$ cat src/rtl/fse_pkg.sv
package fse_pkg;
  localparam int BUSY_BIT = 0;
  localparam int WEL_BIT  = 1;

  typedef struct packed {
    logic hwSetWel;
    logic hwClrWel;
    logic hwSetBusy;
    logic swLoad;
    logic swClear;
    logic snap;
  } fse_strobe_t;
endpackage

$ cat src/rtl/fse_opmatch.sv
module fse_opmatch #(
  parameter int OPC_W = 8
) (
  input  logic             cmdDone,
  input  logic [OPC_W-1:0] cmdOpcode,
  input  logic             refEn,
  input  logic [OPC_W-1:0] refOpcode,
  output logic             hit
);
  assign hit = cmdDone && refEn && (cmdOpcode == refOpcode);
endmodule

$ cat src/rtl/fse_ctrl.sv
module fse_ctrl
  import fse_pkg::*;
#(
  parameter int OPC_W  = 8,
  parameter int STAT_W = 24
) (
  input  logic              clk,
  input  logic              rstN,
  input  logic              cmdDone,
  input  logic [OPC_W-1:0]  cmdOpcode,
  input  logic              cmdBusyAttr,
  input  logic              wrenEn,
  input  logic [OPC_W-1:0]  wrenOpcode,
  input  logic              wrdiEn,
  input  logic [OPC_W-1:0]  wrdiOpcode,
  input  logic              hostActive,
  input  logic              swWr,
  input  logic [STAT_W-1:0] swWrData,
  input  logic              swClr,
  input  logic              swCancel,
  input  logic              rdStart,
  output fse_strobe_t       strobes,
  output logic [STAT_W-1:0] loadData
);
  localparam int NUM_MATCH = 2;

  logic [NUM_MATCH-1:0]            matchHit;
  logic [NUM_MATCH-1:0]            matchEn;
  logic [NUM_MATCH-1:0][OPC_W-1:0] matchOp;

  // index 0: write-enable, index 1: write-disable
  assign matchEn = {wrdiEn, wrenEn};
  assign matchOp = {wrdiOpcode, wrenOpcode};

  for (genvar g = 0; g < NUM_MATCH; g++) begin : gMatch
    fse_opmatch #(.OPC_W(OPC_W)) u_match (
      .cmdDone  (cmdDone),
      .cmdOpcode(cmdOpcode),
      .refEn    (matchEn[g]),
      .refOpcode(matchOp[g]),
      .hit      (matchHit[g])
    );
  end

  logic              pendValid;
  logic              pendIsWrite;
  logic [STAT_W-1:0] pendData;

  logic directWr;
  logic directClr;
  logic pendApply;

  always_comb begin
    directWr  = !hostActive && swWr;
    directClr = !hostActive && !swWr && swClr;
    pendApply = !hostActive && pendValid && !swCancel && !swWr && !swClr;

    strobes.hwSetWel  = matchHit[0] && !matchHit[1];
    strobes.hwClrWel  = matchHit[1];
    strobes.hwSetBusy = cmdDone && cmdBusyAttr;
    strobes.swLoad    = directWr  || (pendApply && pendIsWrite);
    strobes.swClear   = directClr || (pendApply && !pendIsWrite);
    strobes.snap      = rdStart;
    loadData          = directWr ? swWrData : pendData;
  end

  always_ff @(posedge clk or negedge rstN) begin
    if (!rstN) begin
      pendValid   <= 1'b0;
      pendIsWrite <= 1'b0;
      pendData    <= '0;
    end else if (!hostActive) begin
      pendValid <= 1'b0;
    end else if (swCancel) begin
      pendValid <= 1'b0;
    end else if (swWr) begin
      pendValid   <= 1'b1;
      pendIsWrite <= 1'b1;
      pendData    <= swWrData;
    end else if (swClr) begin
      pendValid   <= 1'b1;
      pendIsWrite <= 1'b0;
    end
  end

  // nothing from software reaches the word while the host is active
  a_r9_hold_while_active: assert property (@(posedge clk) disable iff (!rstN)
    hostActive |-> !(strobes.swLoad || strobes.swClear));

  // a held request is applied once the host goes idle
  a_r9_apply_when_idle: assert property (@(posedge clk) disable iff (!rstN)
    (!hostActive && pendValid && !swCancel) |-> (strobes.swLoad || strobes.swClear));

  // cancel leaves nothing pending
  a_r10_cancel_drops: assert property (@(posedge clk) disable iff (!rstN)
    swCancel |=> !pendValid);
endmodule

$ cat src/rtl/fse_datapath.sv
module fse_datapath
  import fse_pkg::*;
#(
  parameter int STAT_BYTES = 3,
  parameter int SEL_W      = 2
) (
  input  logic                      clk,
  input  logic                      rstN,
  input  fse_strobe_t               strobes,
  input  logic [STAT_BYTES*8-1:0]   loadData,
  input  logic [SEL_W-1:0]          rdSel,
  output logic [STAT_BYTES*8-1:0]   statusQ,
  output logic [7:0]                hostByte
);
  localparam int STAT_W = STAT_BYTES * 8;

  logic [STAT_W-1:0] statusNext;
  logic [7:0]        selByte;

  always_comb begin
    statusNext = statusQ;
    if (strobes.hwSetWel)  statusNext[WEL_BIT]  = 1'b1;
    if (strobes.hwClrWel)  statusNext[WEL_BIT]  = 1'b0;
    if (strobes.hwSetBusy) statusNext[BUSY_BIT] = 1'b1;
    if (strobes.swLoad) begin
      statusNext = loadData;
    end else if (strobes.swClear) begin
      statusNext[BUSY_BIT] = 1'b0;
      statusNext[WEL_BIT]  = 1'b0;
    end
  end

  always_comb begin
    selByte = 8'h00;
    for (int i = 0; i < STAT_BYTES; i++) begin
      if (rdSel == SEL_W'(i)) selByte = statusQ[i*8 +: 8];
    end
  end

  always_ff @(posedge clk or negedge rstN) begin
    if (!rstN) begin
      statusQ  <= '0;
      hostByte <= 8'h00;
    end else begin
      statusQ <= statusNext;
      if (strobes.snap) hostByte <= selByte;
    end
  end

  // upper bits move only through software
  a_r5_upper_hw_free: assert property (@(posedge clk) disable iff (!rstN)
    !(strobes.swLoad || strobes.swClear) |=> statusQ[STAT_W-1:2] == $past(statusQ[STAT_W-1:2]));

  // write-enable without software override sets WEL
  a_r2_wel_set: assert property (@(posedge clk) disable iff (!rstN)
    (strobes.hwSetWel && !strobes.swLoad && !strobes.swClear) |=> statusQ[WEL_BIT]);

  // write-disable without software override clears WEL
  a_r3_wel_clr: assert property (@(posedge clk) disable iff (!rstN)
    (strobes.hwClrWel && !strobes.swLoad && !strobes.swClear) |=> !statusQ[WEL_BIT]);

  // software load lands in full
  a_r6_full_load: assert property (@(posedge clk) disable iff (!rstN)
    strobes.swLoad |=> statusQ == $past(loadData));

  // software clear zeroes busy and WEL
  a_r7_clear_pair: assert property (@(posedge clk) disable iff (!rstN)
    (strobes.swClear && !strobes.swLoad) |=> (statusQ[1:0] == 2'b00));

  // served byte holds between read starts
  a_r11_byte_hold: assert property (@(posedge clk) disable iff (!rstN)
    !strobes.snap |=> $stable(hostByte));
endmodule

$ cat src/rtl/flash_status_emu.sv
module flash_status_emu
  import fse_pkg::*;
#(
  parameter int STAT_BYTES = 3,
  parameter int OPC_W      = 8,
  localparam int STAT_W    = STAT_BYTES * 8,
  localparam int SEL_W     = $clog2(STAT_BYTES + 1)
) (
  input  logic              clk,
  input  logic              rstN,
  input  logic              cmdDone,
  input  logic [OPC_W-1:0]  cmdOpcode,
  input  logic              cmdBusyAttr,
  input  logic              wrenEn,
  input  logic [OPC_W-1:0]  wrenOpcode,
  input  logic              wrdiEn,
  input  logic [OPC_W-1:0]  wrdiOpcode,
  input  logic              hostActive,
  input  logic              swWr,
  input  logic [STAT_W-1:0] swWrData,
  input  logic              swClr,
  input  logic              swCancel,
  input  logic              rdStart,
  input  logic [SEL_W-1:0]  rdSel,
  output logic [STAT_W-1:0] statusOut,
  output logic [7:0]        hostByte
);
  fse_strobe_t       strobes;
  logic [STAT_W-1:0] loadData;

  fse_ctrl #(.OPC_W(OPC_W), .STAT_W(STAT_W)) u_ctrl (
    .clk        (clk),
    .rstN       (rstN),
    .cmdDone    (cmdDone),
    .cmdOpcode  (cmdOpcode),
    .cmdBusyAttr(cmdBusyAttr),
    .wrenEn     (wrenEn),
    .wrenOpcode (wrenOpcode),
    .wrdiEn     (wrdiEn),
    .wrdiOpcode (wrdiOpcode),
    .hostActive (hostActive),
    .swWr       (swWr),
    .swWrData   (swWrData),
    .swClr      (swClr),
    .swCancel   (swCancel),
    .rdStart    (rdStart),
    .strobes    (strobes),
    .loadData   (loadData)
  );

  fse_datapath #(.STAT_BYTES(STAT_BYTES), .SEL_W(SEL_W)) u_dp (
    .clk     (clk),
    .rstN    (rstN),
    .strobes (strobes),
    .loadData(loadData),
    .rdSel   (rdSel),
    .statusQ (statusOut),
    .hostByte(hostByte)
  );
endmodule

$ cat config.mk
export PLATFORM = sky130hd
export DESIGN_NAME = flash_status_emu
export DESIGN_NICKNAME = d
export VERILOG_FILES = /design/src/rtl/fse_pkg.sv /design/src/rtl/fse_opmatch.sv /design/src/rtl/fse_ctrl.sv /design/src/rtl/fse_datapath.sv /design/src/rtl/flash_status_emu.sv
export SDC_FILE = /design/constraint.sdc
export NUM_CORES = 1
export LEC_CHECK = 0
export BUFFER_PORTS_ARGS = -buffer_cell sky130_fd_sc_hd__buf_2
export CAP_MARGIN = 20
export CORE_MARGIN = 5
export CORE_UTILIZATION = 45
export DETAILED_ROUTE_END_ITERATION = 12
export GPL_TIMING_DRIVEN = 0
export PLACE_DENSITY = 0.83
export SLEW_MARGIN = 10
export SYNTH_ARGS = -nofsm -noshare
export SYNTH_HDL_FRONTEND = slang
export SYNTH_SLANG_ARGS = --single-unit
$ cat constraint.sdc
create_clock -name clk -period 3.8 [get_ports clk]
set_input_delay 0.76 -clock clk [delete_from_list [all_inputs] [get_ports clk]]
set_output_delay 0.76 -clock clk [all_outputs]
set_load 0.05 [all_outputs]
Word level (Yosys, flattened, before mapping)
Cells that the tools add are included.
{"block": "word_totals", "reg_bits": 58, "in_bits": 61, "output_inout_bits": 32, "wordCells": 57}
{"block": "classes", "n_eq_ne": 5, "mux": 15, "bitwise_logic": 1, "n_reduce_logical": 29}
{"operator": "$mux W24", "n": 1}
{"operator": "$mux W8", "n": 3}
{"operator": "$eq A8 B8 Y1", "n": 2}
{"operator": "$logic_and A1 B1 Y1", "n": 15}
{"operator": "$mux W1", "n": 9}
{"operator": "$logic_not A1 Y1", "n": 6}
{"operator": "$reduce_and A3 Y1", "n": 2}
{"operator": "$mux W2", "n": 2}
{"operator": "$ne A4 B1 Y1 const B", "n": 1}
{"operator": "$reduce_bool A4 Y1", "n": 1}
{"operator": "$reduce_bool A3 Y1", "n": 1}
{"operator": "$eq A2 B1 Y1 const B", "n": 1}
{"operator": "$eq A2 B2 Y1 const B", "n": 1}
{"operator": "$logic_not A2 Y1", "n": 1}
{"operator": "$logic_or A1 B1 Y1", "n": 2}
{"operator": "$reduce_bool A2 Y1", "n": 1}
{"operator": "$not A1 Y1", "n": 1}

Depth between registers and ports, before layout
{"block": "depth", "ltp_word": 9, "ltp_mapped": 6, "mapped_depth_nobuf": 4}

Hierarchy
A second synthesis with hierarchy kept.
{"block": "unflattened", "hier_cells": 222, "area_unflattened_um2": 3100.5}
{"module": "fse_ctrl", "instances": 1, "cells_each": 96, "area_per_inst_um2": 1470.2, "seq_area_each_um2": 650.6}
{"module": "fse_datapath", "instances": 1, "cells_each": 102, "area_per_inst_um2": 1437.6, "seq_area_each_um2": 800.8}
{"module": "fse_opmatch", "instances": 2, "cells_each": 12, "area_per_inst_um2": 96.3, "seq_area_each_um2": 0.0}

Worst setup path before layout
Ideal clock, no wire load.
{"block": "synth_path", "path_type": "input to register", "from": "input swCancel", "to": "register u_ctrl.pendData[10]", "setup_ns": 0.125, "arrival_ns": 1.561, "required_time_ns": 3.675, "slack_ns": 2.114, "cell_stages": 4, "path_buffers": 1, "cell_sequence": "and2b_2 > nand2_4 > buf_6 > mux2_4"}
{"block": "synth_via", "elab_chain_cells": 2}
{"item": "start: declaration", "line": "flash_status_emu.sv:22", "rtl": "input logic swCancel,"}
{"item": "$not A1 Y1 (no line)"}
{"item": "$reduce_and A3 Y1 (no line)"}
{"item": "end signal: assignment", "line": "fse_ctrl.sv:79", "rtl": "pendData <= swWrData;"}
{"item": "end: declaration", "line": "fse_ctrl.sv:47", "rtl": "logic [STAT_W-1:0] pendData;"}
Every way passes these cells.
A chain may end at the register's enable or synchronous reset.

Worst setup path after layout
{"block": "layout_path", "from": "register u_dp.statusQ[9]", "to": "output statusOut[9]"}
{"item": "start: declaration", "line": "fse_datapath.sv:12", "rtl": "output logic [STAT_BYTES*8-1:0] statusQ,"}
{"item": "start signal: assignment", "line": "fse_datapath.sv:45", "rtl": "statusQ <= statusNext;"}
{"item": "end: declaration", "line": "flash_status_emu.sv:25", "rtl": "output logic [STAT_W-1:0] statusOut,"}
No word-level cell between the ends.

==> results.yml <==
clock_tree:
  postCtsHoldBufs: 0
  cts.sinks: 58
  cts_tree: "done"
  cts_buffers: 9
  clk_latency_ns: 0.33
  cts_max_path_buffers: 2
  post_cts_buffers: 0
  cts_resized: 0
  path_clk_slew_ns: 0.07
  h-tree-depth: 3
  root_buffer: "clkbuf_8"
global_routing:
  grt_pass1_vias: 2359
  grt_max_degree: 31
  antenna_found_initial: 0
  gr-total-overflow: 0
  track_usage_pct: 17.8
  grt_pass1_wl_mm: 11.7
synth:
  synth_nets: 307
  ys_seq_area_share_pct: 50.4
  ys_warn_count: 0
  ys_types: 33
  netlist_area_sq_um: 2880
  syn_inst: 246
  syn_area_per_cell_sq_um: 11.7
  synth-seq-cells: 58
  synth_top_cell_by_area: "dfrtp_1"
  synthTopCellsByArea: "dfrtp_1, mux2i_1, mux2_4"
  yosysTopAreaCellShare_pct: 50.4
critical_path:
  worst-path-buf-inv: 1
  reg2regPathDepth: 4
  r2r_setup_slack_ns: 2.36
  crit_path_max_incr_delay_ns: 0.40
  r2r-end: "u_dp.statusQ[10]"
  path_class: "flip-flop to primary output"
  worstPathArrival_ns: 1.01
  cpLargestDelayFamily: "flip-flops"
  path_cells: "buf_2"
  critPathMaxFanout: 3
  crit_slowest_cell: "dfrtp_1"
  cp.required_ns: 3.04
  r2r-start: "u_ctrl.pendValid"
  startpoint_type: "flip-flop"
  crit_path_end_kind: "primary output"
final_layout:
  layout_commonest_cell: "buf_2"
  n_fill_cell: 553
  drive_gt1_share_pct: 41.1
  stdcell_count: 428
  fin_nets: 408
  syn_to_final_growth_pct: 25.1
  multiInputGateArea_sq_um: 1300
  ff_latch_area_sq_um: 1450
  layout_common_cells: "buf_2, dfrtp_1, mux2i_1"
placed_design:
  pre_cts_ws_ns: 1.88
  portBuffers: 89
  dp_hpwl_mm: 5.51
  place.gp.congestion: 0.832
  place_inst: 413
timing:
  period_minus_slack_ns: 1.77
  fmax_mhz: 565
  drv_slew: 0
  hold_viol: 0
  fin_setup_tns_ns: 0
  rsz0062_at_grt: "false"
  skew_ns: 0.00938
  tightest_slew_ns: 0.699
  setup_viol: 0
  setup_slack_ns: 2.03
  relSlewSlack_pct: 53.4
  fin_crit_sh_pct: 46.6
power:
  power_density_nw_per_um2: 523
  cellLeakagePower_nw: 1.91
  total_power_mw: 1.88
  ir_worst_vdd_v: 0.000286
route:
  ant_nets: 0
  num_vias: 2163
  via_per_inst: 5.05
  drt_first_pass_iters: 4
  drc_errors: 0
  drt-initial-drc-count: 104
  avgRoutedWirePerCell_um: 16.6
  routed_wirelength_mm: 7.10
floorplan:
  die_h_um: 90.0
  die_width_um: 90.0
  core.rowCount: 29
  coreArea_sq_um: 6280
  io_pins: 93
  dieArea_sq_um: 8100
  initial_core_util_pct: 45.9
outcome:
  outcome: "complete, no violations"
job:
  cap_violations: 0
min_path:
  hold_path.class: "primary input to asynchronous set/reset pin"
[layout make-up]
type	count	area share (%)
Sequential cell	58	40.3
Multi-Input combinational cell	173	36.2
Timing Repair Buffer	90	12.9
Clock buffer	10	3.82
Buffer	14	3.37
Tap cell	77	2.68
Clock inverter	4	0.556
Inverter	1	0.104
Antenna cell	1	0.0695
[per-layer routing]
layer,track usage (%),up-vias,part of all wire [%]
met1,20.7,1048,41
li1,-,1053,-
met2,30.4,49,52
met3,6.26,13,5.0
met4,6.58,0,1.9
met5,0,-,0
[synth_stat cells, drive strengths merged]
cell,n
nand2b,2
xor2,7
and2b,1
buf,12
and4bb,1
xnor2,9
o22ai,1
nand2,26
dfrtp,58
nor2,18
nor2b,1
clkbuf,2
o31a,1
nand3,2
a31oi,1
inv,1
o31ai,1
o21bai,1
o21ai,22
and3,1
mux2,24
nor3,2
a21oi,18
nand4,1
nor4,1
a32oi,1
mux2i,31
[power by group]
group          internal (mW)  total, mW  leakage [nW]  switching, mW
Combinational          0.210      0.601          1.12          0.392
Clock                  0.242      0.474        0.0875          0.232
Sequential             0.731      0.809         0.704         0.0788
[cells by family after synthesis]
group | count (synthesis) | share of synthesized area (%)
flip-flops | 58 | 50.4
buffers and inverters | 15 | 4.35
AO/OA/AOI/OAI | 46 | 8.91
XOR/XNOR | 16 | 4.87
AND/OR/NAND/NOR | 56 | 8.82
multiplexers | 55 | 22.6
[sequential cells by signal, summed over array words and instances, names as in the netlist]
signal,flops
u_dp.hostByte,8
u_ctrl.pendIsWrite,1
u_dp.statusQ,24
u_ctrl.pendData,24
u_ctrl.pendValid,1
[through the flow]
| stage | hold slack (ns) | util [%] | instance area [sq um] |
|---|---|---|---|
| CTS | 0.480 | 57.3 | 3600 |
| global placement | 0.453 | 54.5 | 3420 |
| finish | 0.473 | 57.4 | 3600 |
| floorplan | 0.437 | - | 2880 |
| detailed placement | 0.470 | 54.8 | 3440 |
| global route | 0.507 | 57.3 | 3600 |
[worst max path at each step]
stage | from | cells after the start | end
floorplan | swCancel | 4 | u_ctrl.pendData[10]
global placement | rstN | 1 | u_ctrl.pendValid
detailed placement | swClr | 5 | u_dp.statusQ[10]
CTS | u_dp.statusQ[10] | 1 | statusOut[10]
global route | u_dp.statusQ[22] | 1 | statusOut[22]
finish | u_dp.statusQ[9] | 1 | statusOut[9]
(Power assumes the default switching activity.)
